## config.mk

```make
export PLATFORM = sky130hd
export DESIGN_NAME = jump_seq
export DESIGN_NICKNAME = d
export VERILOG_FILES = /design/src/rtl/jump_seq.sv
export SDC_FILE = /design/constraint.sdc
export NUM_CORES = 1
export LEC_CHECK = 0
export CAP_MARGIN = 20
export CORE_ASPECT_RATIO = 0.9
export CORE_MARGIN = 3
export CORE_UTILIZATION = 53
export CTS_BUF_LIST = sky130_fd_sc_hd__clkbuf_8
export DETAILED_ROUTE_END_ITERATION = 10
export DONT_BUFFER_PORTS = 1
export PLACE_DENSITY_LB_ADDON = 0.05
export RECOVER_POWER = 25
export SLEW_MARGIN = 40
export SYNTH_ARGS = -nofsm -noshare
export SYNTH_HDL_FRONTEND = slang
export SYNTH_SLANG_ARGS = --single-unit
```

## constraint.sdc

```tcl
create_clock -name clk -period 1.8 [get_ports clk]
set_clock_uncertainty 0.2 [all_clocks]
set_input_delay 0.54 -clock clk [delete_from_list [all_inputs] [get_ports clk]]
set_output_delay 0.54 -clock clk [all_outputs]
set_load 0.1 [all_outputs]
```

## src/rtl/jump_seq.sv

```systemverilog
module jump_seq #(
  parameter logic [7:0] FIRST_TAG = 8'hEF
) (
  input  logic        clk,
  input  logic        rst_n,
  input  logic [15:0] instr_i,
  input  logic        instr_valid_i,
  output logic [20:0] pc_o,
  output logic [20:0] fetch_addr_o,
  output logic        fetch_req_o,
  output logic        flush_o,
  output logic [1:0]  phase_o
);
  localparam logic [1:0] Q1 = 2'd0, Q2 = 2'd1, Q4 = 2'd3;

  logic [1:0]  phase;
  logic [20:0] pc;
  logic [15:0] ir;
  logic        ir_live;
  logic        jump_act;
  logic [7:0]  k_lo;
  logic        flush;

  always_ff @(posedge clk) begin
    if (!rst_n) begin
      phase    <= Q1;
      pc       <= '0;
      ir       <= '0;
      ir_live  <= 1'b0;
      jump_act <= 1'b0;
      k_lo     <= '0;
      flush    <= 1'b0;
    end else begin
      phase <= phase + 2'd1;
      flush <= 1'b0;
      case (phase)
        Q1: jump_act <= ir_live && (ir[15:8] == FIRST_TAG);
        Q2: if (jump_act) k_lo <= ir[7:0];
        Q4: begin
          ir <= instr_i;
          if (jump_act) begin
            pc      <= {instr_i[11:0], k_lo, 1'b0};
            ir_live <= 1'b0;
            flush   <= 1'b1;
          end else begin
            ir_live <= instr_valid_i;
            if (instr_valid_i) pc <= pc + 21'd2;
          end
        end
        default: ;
      endcase
    end
  end

  assign pc_o         = pc;
  assign fetch_addr_o = pc;
  assign fetch_req_o  = (phase == Q1);
  assign flush_o      = flush;
  assign phase_o      = phase;
endmodule

```

==> impl_metrics.csv, run 1 <==
group,metric,value,unit
outcome,status,"complete, but fails checks",
outcome,violations,"setup timing",
global_routing,antenna_found_initial,0,
yosys,synth_cell_types,50,
clock_network,cts_buffer_depth,2,
worst_hold_path,worstHoldPathCells,1,
worst_setup_path,ff2ff_path_depth,5,
clock_network,htree_num_levels,2,
pwr,total_power,0.00236,W
worst_setup_path,path_class,"register to output pin",
sta,setup_viol,1,
yosys,yosysTopAreaCellShare,36.7,%
worst_setup_path,worst_setup_path_start_kind,"register",
worst_setup_path,path_buf_inv,2,
die,die_width,80.9,um
yosys,synth_area,2680,um^2
clock_network,cts.hold.buffers_added,0,
worst_hold_path,holdCritPathClass,"primary input to register",
worst_setup_path,crit_path_max_incr_delay,0.39,ns
die,dieArea,5940,um^2
yosys,synth-edff-count,0,
die,dieHeight,73.4,um
die,rows,23,
yosys,async_flop_share,0,%
pwr,clock_power_share,28.0,%
yosys,yosysMostFrequentCell,"dfxtp_1",
pwr,power_switching,0.000828,W
pwr,powerDensity,702,nW/um^2
routing,routedWlPerCell,18.3,um
yosys,synth_top_family_by_area,"simple AND/OR/NAND/NOR gates",
worst_setup_path,crit_cells,3,
worst_setup_path,critPathSlowestCell,"dfxtp_4",
routing,drt_iter0_markers,209,
pwr,p_sw_share,35.2,%
yosys,synth-seq-cells,49,
clock_network,cts_tree,"done",
placed_design,dp_hpwl,5.20,mm
yosys,synth_flop_cell,"dfxtp_1",
yosys,synth-xor-area-share,0,%
worst_setup_path,cp.required,1.06,ns
layout,diodes,0,
routing,vias_per_cell,6.17,
layout,area_delta_synth_final,25.4,%
yosys,synth_commonest_cells,"49 x dfxtp_1, 32 x nand2_1, 26 x nor2_1",
worst_setup_path,cp.arrival,1.06,ns
sta,tns,-0.00364,ns
global_routing,grt_max_degree,17,
global_routing,grt_first_pass_wirelength,11.8,mm
routing,ant_nets,0,
sta,layout_min_cycle_time,1.80,ns
yosys,ys_warn_count,0,
routing,vias,2423,
yosys,yosys.area.top_type,"dfxtp_1",
global_routing,grtUsageTotal,26.0,%
clock_network,clk_latency,0.31,ns
sta,grt_setup_unrepaired,"yes",
sta,fin_crit_sh,100,%
yosys,synth-adder-area-share,1.87,%
layout,final_layout_size_suffix_gt1_share,29.9,%
worst_setup_path,setup.worst_path.end_class,"output pin",
sta,hold_violations,0,
layout,fin_nets,353,
die,start_util,57.4,%
placed_design,io_buffers,0,
clock_network,cts.clk_slew.worst_paths,0.09,ns
yosys,synthMuxAreaShare,7.48,%
flow_run,maxCapViolCount,0,
pwr,pwr-share-seq,48.5,%
placed_design,gp_congestion,0.940,
die,io_pins,65,
clock_network,cts_made_buffers,5,
routing,drt_wl_total,7.19,mm
yosys,synth_cells,318,
sta,fmax,0.554,GHz
yosys,ys_seq_area_share,36.7,%
sta,report.final.slew_viol_count,0,
routing,route.detailed.drc,0,
worst_setup_path,crit_chain,"inv_4 -> ha_4 -> buf_12",
clock_network,root_buffer,"clkbuf_8",
pwr,leakage,1.20,nW
pwr,power_frac_comb,23.5,%
clock_network,clkSinkCount,49,
yosys,synth_compound_area_share,16.2,%
global_routing,grt_pass1_vias,2297,
die,core-area,4660,um^2
yosys,yosys-top-cells-area,"dfxtp_1 37%, mux2i_1 7.5%, buf_4 6.2%, nand2_1 4.5%, a21oi_1 3.7%",
yosys,yosys.area_share.simple,26.8,%
pwr,max-vdd-ir-drop,0.000614,V
global_routing,gr-total-overflow,0,
yosys,synth.avg_cell_area,8.41,um^2
sta,setup_slack,-0.00364,ns
worst_setup_path,crit_family,"flip-flops",
routing,first_pass_iters,5,
pwr,p_int,0.00153,W
worst_setup_path,critical_path.max_fanout,3,
[layer usage]
metal	share of wire (%)	vias up	global-route usage, %
met3	7.7	9	6.50
li1	-	1149	-
met2	47	101	39.5
met1	44	1164	36.1
met5	0	-	0
met4	1.0	0	8.44
[registers in the layout, summed over array words and instances, names as in the netlist]
signal        flops
fetch_addr_o     20
ir               16
k_lo              8
phase_o           2
flush_o           1
ir_live           1
jump_act          1
[stage by stage]
stage	cells	area (um^2)	hold WS (ns)	setup slack, ns	utilization [%]
floorplan	319	2840	0.233	-0.0534	-
global placement	377	3160	0.244	0.0972	67.8
detailed placement	377	3160	0.249	0.0573	67.8
CTS	388	3290	0.131	-0.0151	70.7
global route	393	3350	0.128	-0.0437	71.9
finish	393	3350	0.138	-0.00364	71.9
[layout make-up]
class,count,area (um^2)
Inverter,7,31.3
Timing Repair Buffer,47,608
Sequential cell,49,1060
Multi-Input combinational cell,220,1490
Tap cell,62,77.6
Clock buffer,5,68.8
Clock inverter,3,18.8
Fill cell,373,1310
[final timing paths]
check / start / endpoint / slack, ns
worst max-delay path: phase_o[1] / fetch_req_o / -0.004
worst min-delay path: instr_valid_i / fetch_addr_o[15] / 0.14
worst max register to register: fetch_addr_o[1] / fetch_addr_o[11] / 0.06
worst min register to register: k_lo[0] / k_lo[0] / 0.26
[cells by family (layout without fill, tap and decap cells)]
logic type	after synthesis	after routing
adders and majority gates	4	4
DFF	49	49
muxes	20	20
and+or+nand+nor	129	129
buffers and inverters	50	62
AOI/OAI and AO/OA	65	65
other	1	2
[placed cells by master, fill, tap and decap left out, types with 4 or more instances in the layout]
master / instances
nor4_1: 4
buf_12: 20
dfxtp_1: 26
o22ai_1: 5
dfxtp_4: 20
nor2b_1: 4
a22oi_1: 4
o21ai_0: 9
clkbuf_8: 6
nor3_1: 5
buf_4: 22
and3_1: 6
nor2_1: 26
nand2_1: 32
nand3_1: 18
inv_1: 6
mux2i_1: 20
nand4_1: 6
a21oi_1: 20
[power groups by stage]
stage	Combinational [W]	Sequential, W	Clock (W)
6_report	0.000554	0.00114	0.000658
5_1_grt	0.000578	0.00115	0.000721
4_1_cts	0.000548	0.00114	0.000673
3_5_place_dp	0.000534	0.00117	0
3_3_place_gp	0.000530	0.00116	0
2_1_floorplan	0.000317	0.00129	0
[timing repair]
| item | in CTS | in global routing |
|---|---|---|
| cloned | 0 | 0 |
| setup buffers | 3 | 5 |
| pin swaps | 1 | 5 |
| endpoints found under the setup margin | 7 | 13 |
| gates resized for setup | 8 | 8 |
Note: power is estimated with default switching activity, not from simulation.
==> run 2: changes to the inputs <==
--- a/config.mk
+++ b/config.mk
@@ -5,8 +5,9 @@
 export SDC_FILE = /design/constraint.sdc
 export NUM_CORES = 1
 export LEC_CHECK = 0
+export ABC_AREA = 1
 export CAP_MARGIN = 20
-export CORE_ASPECT_RATIO = 0.9
+export CORE_ASPECT_RATIO = 1.75
 export CORE_MARGIN = 3
 export CORE_UTILIZATION = 53
 export CTS_BUF_LIST = sky130_fd_sc_hd__clkbuf_8
==> impl_metrics.csv, run 2 <==
group,metric,value,unit
die,start_util,55.2,%
die,rows,33,
clock_network,cts.clk_slew.worst_paths,0.09,ns
worst_setup_path,setup.worst_path.end_class,"output pin",
layout,area_delta_synth_final,22.0,%
sta,setup_viol,1,
yosys,async_flop_share,0,%
worst_hold_path,hold_path_end,"phase_o[1]",
clock_network,cts_buffer_depth,2,
pwr,total_power,0.00222,W
yosys,ys_seq_area_share,37.4,%
global_routing,grt_first_pass_wirelength,10.9,mm
sta,fin_crit_sh,101,%
sta,layout_min_cycle_time,1.81,ns
clock_network,cts_tree,"done",
clock_network,cts_made_buffers,5,
die,dieHeight,99.1,um
die,dieArea,5860,um^2
routing,drt_wl_total,6.56,mm
layout,fin_nets,409,
sta,hold_violations,0,
routing,ant_nets,0,
yosys,synth.avg_cell_area,7.01,um^2
yosys,yosysTopAreaCellShare,37.4,%
worst_setup_path,crit-reg2reg-launch,"phase_o[0]",
sta,fin_hold_ws,0.131,ns
routing,route.detailed.drc,0,
yosys,synth_flop_cell,"dfxtp_1",
worst_setup_path,r2r_setup_slack,0.06,ns
sta,grt_setup_unrepaired,"yes",
worst_hold_path,holdCritPathClass,"primary input to register",
flow_run,maxCapViolCount,0,
die,core-area,4750,um^2
worst_hold_path,hp-start,"rst_n",
die,io_pins,65,
yosys,synth_cell_types,34,
clock_network,root_buffer,"clkbuf_8",
outcome,status,"complete, but fails checks",
global_routing,gr-total-overflow,0,
worst_setup_path,r2r-end,"fetch_addr_o[8]",
yosys,synth_commonest_cells,"64 x nand2_1, 56 x nor2_1, 49 x dfxtp_1",
worst_setup_path,path_class,"register to output pin",
global_routing,grt_pass1_vias,2301,
routing,vias_per_cell,5.46,
sta,fmax,0.552,GHz
worst_setup_path,critical_path.max_fanout,4,
clock_network,clk_latency,0.31,ns
global_routing,grt_max_degree,32,
sta,slew_headroom,66.0,%
worst_setup_path,worst_setup_path_start_kind,"register",
yosys,synth_cells,374,
worst_setup_path,crit_chain,"inv_4 -> ha_4",
sta,worst_pin_slew,0.509,ns
layout,largest_register_ffs,20,
die,die_width,59.2,um
worst_setup_path,crit_path_max_incr_delay,0.37,ns
global_routing,grtUsageTotal,24.0,%
routing,first_pass_iters,4,
layout,mostFrequentLayoutCells,"63 x nand2_1, 55 x nor2_1, 38 x o21ai_0, 28 x inv_1, 27 x dfxtp_1",
global_routing,antenna_found_initial,0,
layout,fin_area,3200,um^2
yosys,synth-edff-count,0,
placed_design,place_area,3080,um^2
worst_setup_path,cp.required,1.06,ns
clock_network,cts.hold.buffers_added,0,
layout,final_layout_size_suffix_gt1_share,26.4,%
layout,diodes,0,
layout,mostFrequentLayoutCell,"nand2_1",
worst_setup_path,cp.arrival,1.07,ns
pwr,leakage,1.30,nW
worst_setup_path,critPathSlowestCell,"dfxtp_4",
yosys,yosys-top-cells-area,"dfxtp_1 37%, nand2_1 9.2%, nor2_1 8.0%, buf_4 7.4%, o21ai_0 7.3%",
worst_setup_path,ff2ff_path_depth,5,
outcome,violations,"setup timing",
worst_hold_path,worstHoldPathCells,2,
sta,setup_slack,-0.0127,ns
placed_design,gp_congestion,0.899,
routing,routedWlPerCell,14.9,um
sta,tns,-0.0127,ns
yosys,ys_warn_count,0,
clock_network,htree_num_levels,2,
yosys,yosys.area.top_type,"dfxtp_1",
placed_design,io_buffers,0,
yosys,synth_area,2620,um^2
yosys,yosysMostFrequentCell,"nand2_1",
clock_network,clkSinkCount,49,
yosys,synth-seq-cells,49,
pwr,powerDensity,693,nW/um^2
routing,drt_iter0_markers,70,
sta,report.final.slew_viol_count,0,
placed_design,dp_hpwl,5.10,mm
routing,vias,2399,
pwr,max-vdd-ir-drop,0.000761,V
==> run 2: report_power, final <==
part,total [W],internal [W],switching (W)
Sequential,0.00113,0.00110,0.0000305
Clock,0.000717,0.000320,0.000397
Combinational,0.000368,0.0000992,0.000269
Total,0.00222,0.00152,0.000696
==> run 2: worst max-delay path, delay by kind of cell (launching register included) <==
kind,cells,cell delay (ns)
buf+inv,1,0.05
fa+ha+maj,1,0.33
flops,1,0.37
==> run 2: stage by stage <==
stage	instances	utilization [%]	setup slack, ns
3_5_place_dp	430	65.0	0.169
3_3_place_gp	430	65.0	0.195
6_report	439	67.4	-0.0127
4_1_cts	439	67.3	-0.0228
5_1_grt	439	67.4	-0.0407
2_1_floorplan	375	-	-0.00208
==> run 2: worst max-delay path by stage <==
stage | startpoint | end | slack [ns] | cells past startpoint
after CTS | phase_o[1] | fetch_req_o | -0.02 | 2
after floorplan | fetch_addr_o[2] | fetch_addr_o[19] | -0.002 | 10
after global placement | phase_o[0] | fetch_addr_o[6] | 0.20 | 8
final | phase_o[0] | fetch_req_o | -0.01 | 2
after detailed placement | phase_o[0] | fetch_addr_o[6] | 0.17 | 8
after global routing | phase_o[0] | fetch_req_o | -0.04 | 2
==> run 2: repair_timing <==
item                                   4_1_cts  5_1_grt
setup buffers                                1        0
setup endpoints to repair                    1        2
pin swaps                                    1        3
endpoints found under the hold margin        0        0
resized for setup                            3        5
==> run 2: cells by family after synthesis <==
| kind of cell | Yosys count | synth area share [%] |
|---|---|---|
| buf+inv | 71 | 14.1 |
| fa+ha+maj | 4 | 1.91 |
| flops | 49 | 37.4 |
| other cells | 1 | 0.143 |
| simple gates | 165 | 28.0 |
| compound gates | 82 | 17.8 |
| xor+xnor | 2 | 0.668 |
==> run 2: layout make-up <==
type	count	area [um^2]
well taps	52	65.1
flip-flops and latches	49	1060
clock inverters	2	17.5
clock buffers	6	82.6
fillers	452	1550
inverters	36	140
repair buffers	39	533
multi-input cells	255	1310
==> run 2: layer usage <==
metal | global-route usage (%) | vias up | routed length [um]
li1 | - | 1216 | -
met1 | 29.2 | 1099 | 2690
met2 | 41.1 | 76 | 3460
met3 | 4.06 | 8 | 289
met4 | 8.73 | 0 | 121
met5 | 0 | - | 0
==> run 3: changes to the inputs <==
--- a/config.mk
+++ b/config.mk
@@ -13,7 +13,7 @@
 export CTS_BUF_LIST = sky130_fd_sc_hd__clkbuf_8
 export DETAILED_ROUTE_END_ITERATION = 10
 export DONT_BUFFER_PORTS = 1
-export PLACE_DENSITY_LB_ADDON = 0.05
+export PLACE_DENSITY = 0.71
 export RECOVER_POWER = 25
 export SLEW_MARGIN = 40
 export SYNTH_ARGS = -nofsm -noshare
==> impl_metrics.csv, run 3 (synthesized netlist as in run 2, its figures left out) <==
group,metric,value,unit
worst_setup_path,cp.arrival,1.06,ns
layout,mostFrequentLayoutCell,"nand2_1",
pwr,total_power,0.00232,W
die,rows,33,
placed_design,gp_congestion,0.888,
worst_setup_path,cp.required,1.06,ns
die,start_util,55.2,%
global_routing,gr-total-overflow,0,
routing,first_pass_iters,6,
layout,fin_nets,411,
die,core-area,4750,um^2
pwr,leakage,1.33,nW
worst_setup_path,critical_path.max_fanout,3,
sta,fmax,0.555,GHz
outcome,status,"complete, but fails checks",
routing,vias,2462,
layout,area_delta_synth_final,24.6,%
sta,setup_viol,1,
routing,wl_met2,3.30,mm
routing,vias_per_cell,5.58,
sta,report.final.slew_viol_count,0,
flow_run,maxCapViolCount,0,
routing,ant_nets,0,
sta,hold_violations,0,
die,die_width,59.2,um
placed_design,place_area,3070,um^2
routing,wl_met1,2.40,mm
outcome,violations,"setup timing",
routing,drt_iter0_markers,75,
layout,diodes,0,
layout,mostFrequentLayoutCells,"63 x nand2_1, 56 x nor2_1, 38 x o21ai_0, 28 x inv_1, 27 x dfxtp_1",
sta,fin_hold_ws,0.140,ns
pwr,powerDensity,709,nW/um^2
placed_design,dp_hpwl,4.73,mm
worst_setup_path,worst_setup_path_start_kind,"register",
sta,grt_setup_unrepaired,"yes",
worst_setup_path,path_class,"register to output pin",
clock_network,cts_buffer_depth,2,
sta,worst_pin_slew,0.725,ns
routing,routed.top_layer,"met4",
sta,layout_min_cycle_time,1.80,ns
sta,setup_slack,-0.000196,ns
die,dieHeight,99.1,um
clock_network,clk_latency,0.30,ns
routing,drt_wl_total,6.36,mm
worst_setup_path,setup.worst_path.end_class,"output pin",
global_routing,antenna_found_initial,0,
die,dieArea,5860,um^2
clock_network,htree_num_levels,2,
sta,fin_crit_sh,100,%
placed_design,io_buffers,0,
global_routing,grt_first_pass_wirelength,10.4,mm
routing,routedWlPerCell,14.4,um
layout,fin_area,3270,um^2
global_routing,grt_max_degree,32,
sta,slew_headroom,51.7,%
layout,final_layout_size_suffix_gt1_share,27.0,%
clock_network,clkSinkCount,49,
clock_network,cts_made_buffers,5,
global_routing,grtUsageTotal,22.9,%
routing,wl_met3,421,um
routing,route.detailed.drc,0,
clock_network,cts_tree,"done",
worst_hold_path,holdCritPathClass,"primary input to register",
clock_network,cts.clk_slew.worst_paths,0.08,ns
clock_network,root_buffer,"clkbuf_8",
pwr,max-vdd-ir-drop,0.000567,V
die,io_pins,65,
layout,largest_register_ffs,20,
global_routing,grt_pass1_vias,2409,
-- run 3: changes by cell type in the layout (fill, tap and decap cells not counted), sizes merged --
| cell | delta |
|---|---|
| clkbuf | -3 |
| inv | -1 |
| bufinv | +1 |
| clkinv | -1 |
| buf | +5 |
| clkinvlp | +1 |
-- run 3: critical path, cell delays in order (launching register included) --
cell and delay, ns:
dfxtp_4 0.37, inv_4 0.06, ha_4 0.34
-- run 3: layout make-up --
class,count,area [um^2]
well taps,52,65.1
flip-flops and latches,49,1060
clock inverters,2,33.8
repair buffers,41,579
clock buffers,6,82.6
multi-input cells,255,1310
inverters,36,144
fillers,377,1480
-- run 3: stage by stage --
stage | setup WS [ns] | utilization [%] | setup TNS (ns) | std cells
2_1_floorplan | -0.00208 | - | -0.00208 | 375
3_3_place_gp | 0.156 | 64.7 | 0 | 427
3_5_place_dp | 0.0927 | 64.7 | 0 | 427
4_1_cts | -0.0103 | 67.4 | -0.0103 | 436
5_1_grt | -0.144 | 68.8 | -0.256 | 441
6_report | -0.000196 | 68.8 | -0.000196 | 441
-- run 3: path summary, 6_finish.rpt --
kind / start / end / slack [ns] / cells past startpoint
worst max-delay path: phase_o[1] / fetch_req_o / -0.0002 / 2
worst max register to register: fetch_addr_o[1] / fetch_addr_o[19] / 0.08 / 10
worst min register to register: ir[13] / ir[13] / 0.26 / 2
worst min-delay path: rst_n / phase_o[1] / 0.14 / 2
-- run 3: layer usage --
metal	vias to the layer above	global-route usage (%)
li1	1220	-
met1	1104	25.1
met2	116	38.9
met3	22	5.37
met4	0	12.6
met5	-	0
-- run 3: where the power goes --
| group | switching (W) | internal (W) | total [W] | leakage (nW) |
|---|---|---|---|---|
| logic | 0.000270 | 0.000107 | 0.000377 | 0.852 |
| clock network | 0.000360 | 0.000448 | 0.000808 | 0.0626 |
| registers | 0.0000306 | 0.00110 | 0.00113 | 0.414 |
| total | 0.000661 | 0.00166 | 0.00232 | 1.33 |
-- run 3: repair_timing --
action                     4_1_cts  5_1_grt
resized for setup                3        6
pin swaps                        1        1
cloned                           0        0
setup endpoints to repair        1       11
hold buffers                     0        0
buffers inserted                 1        5
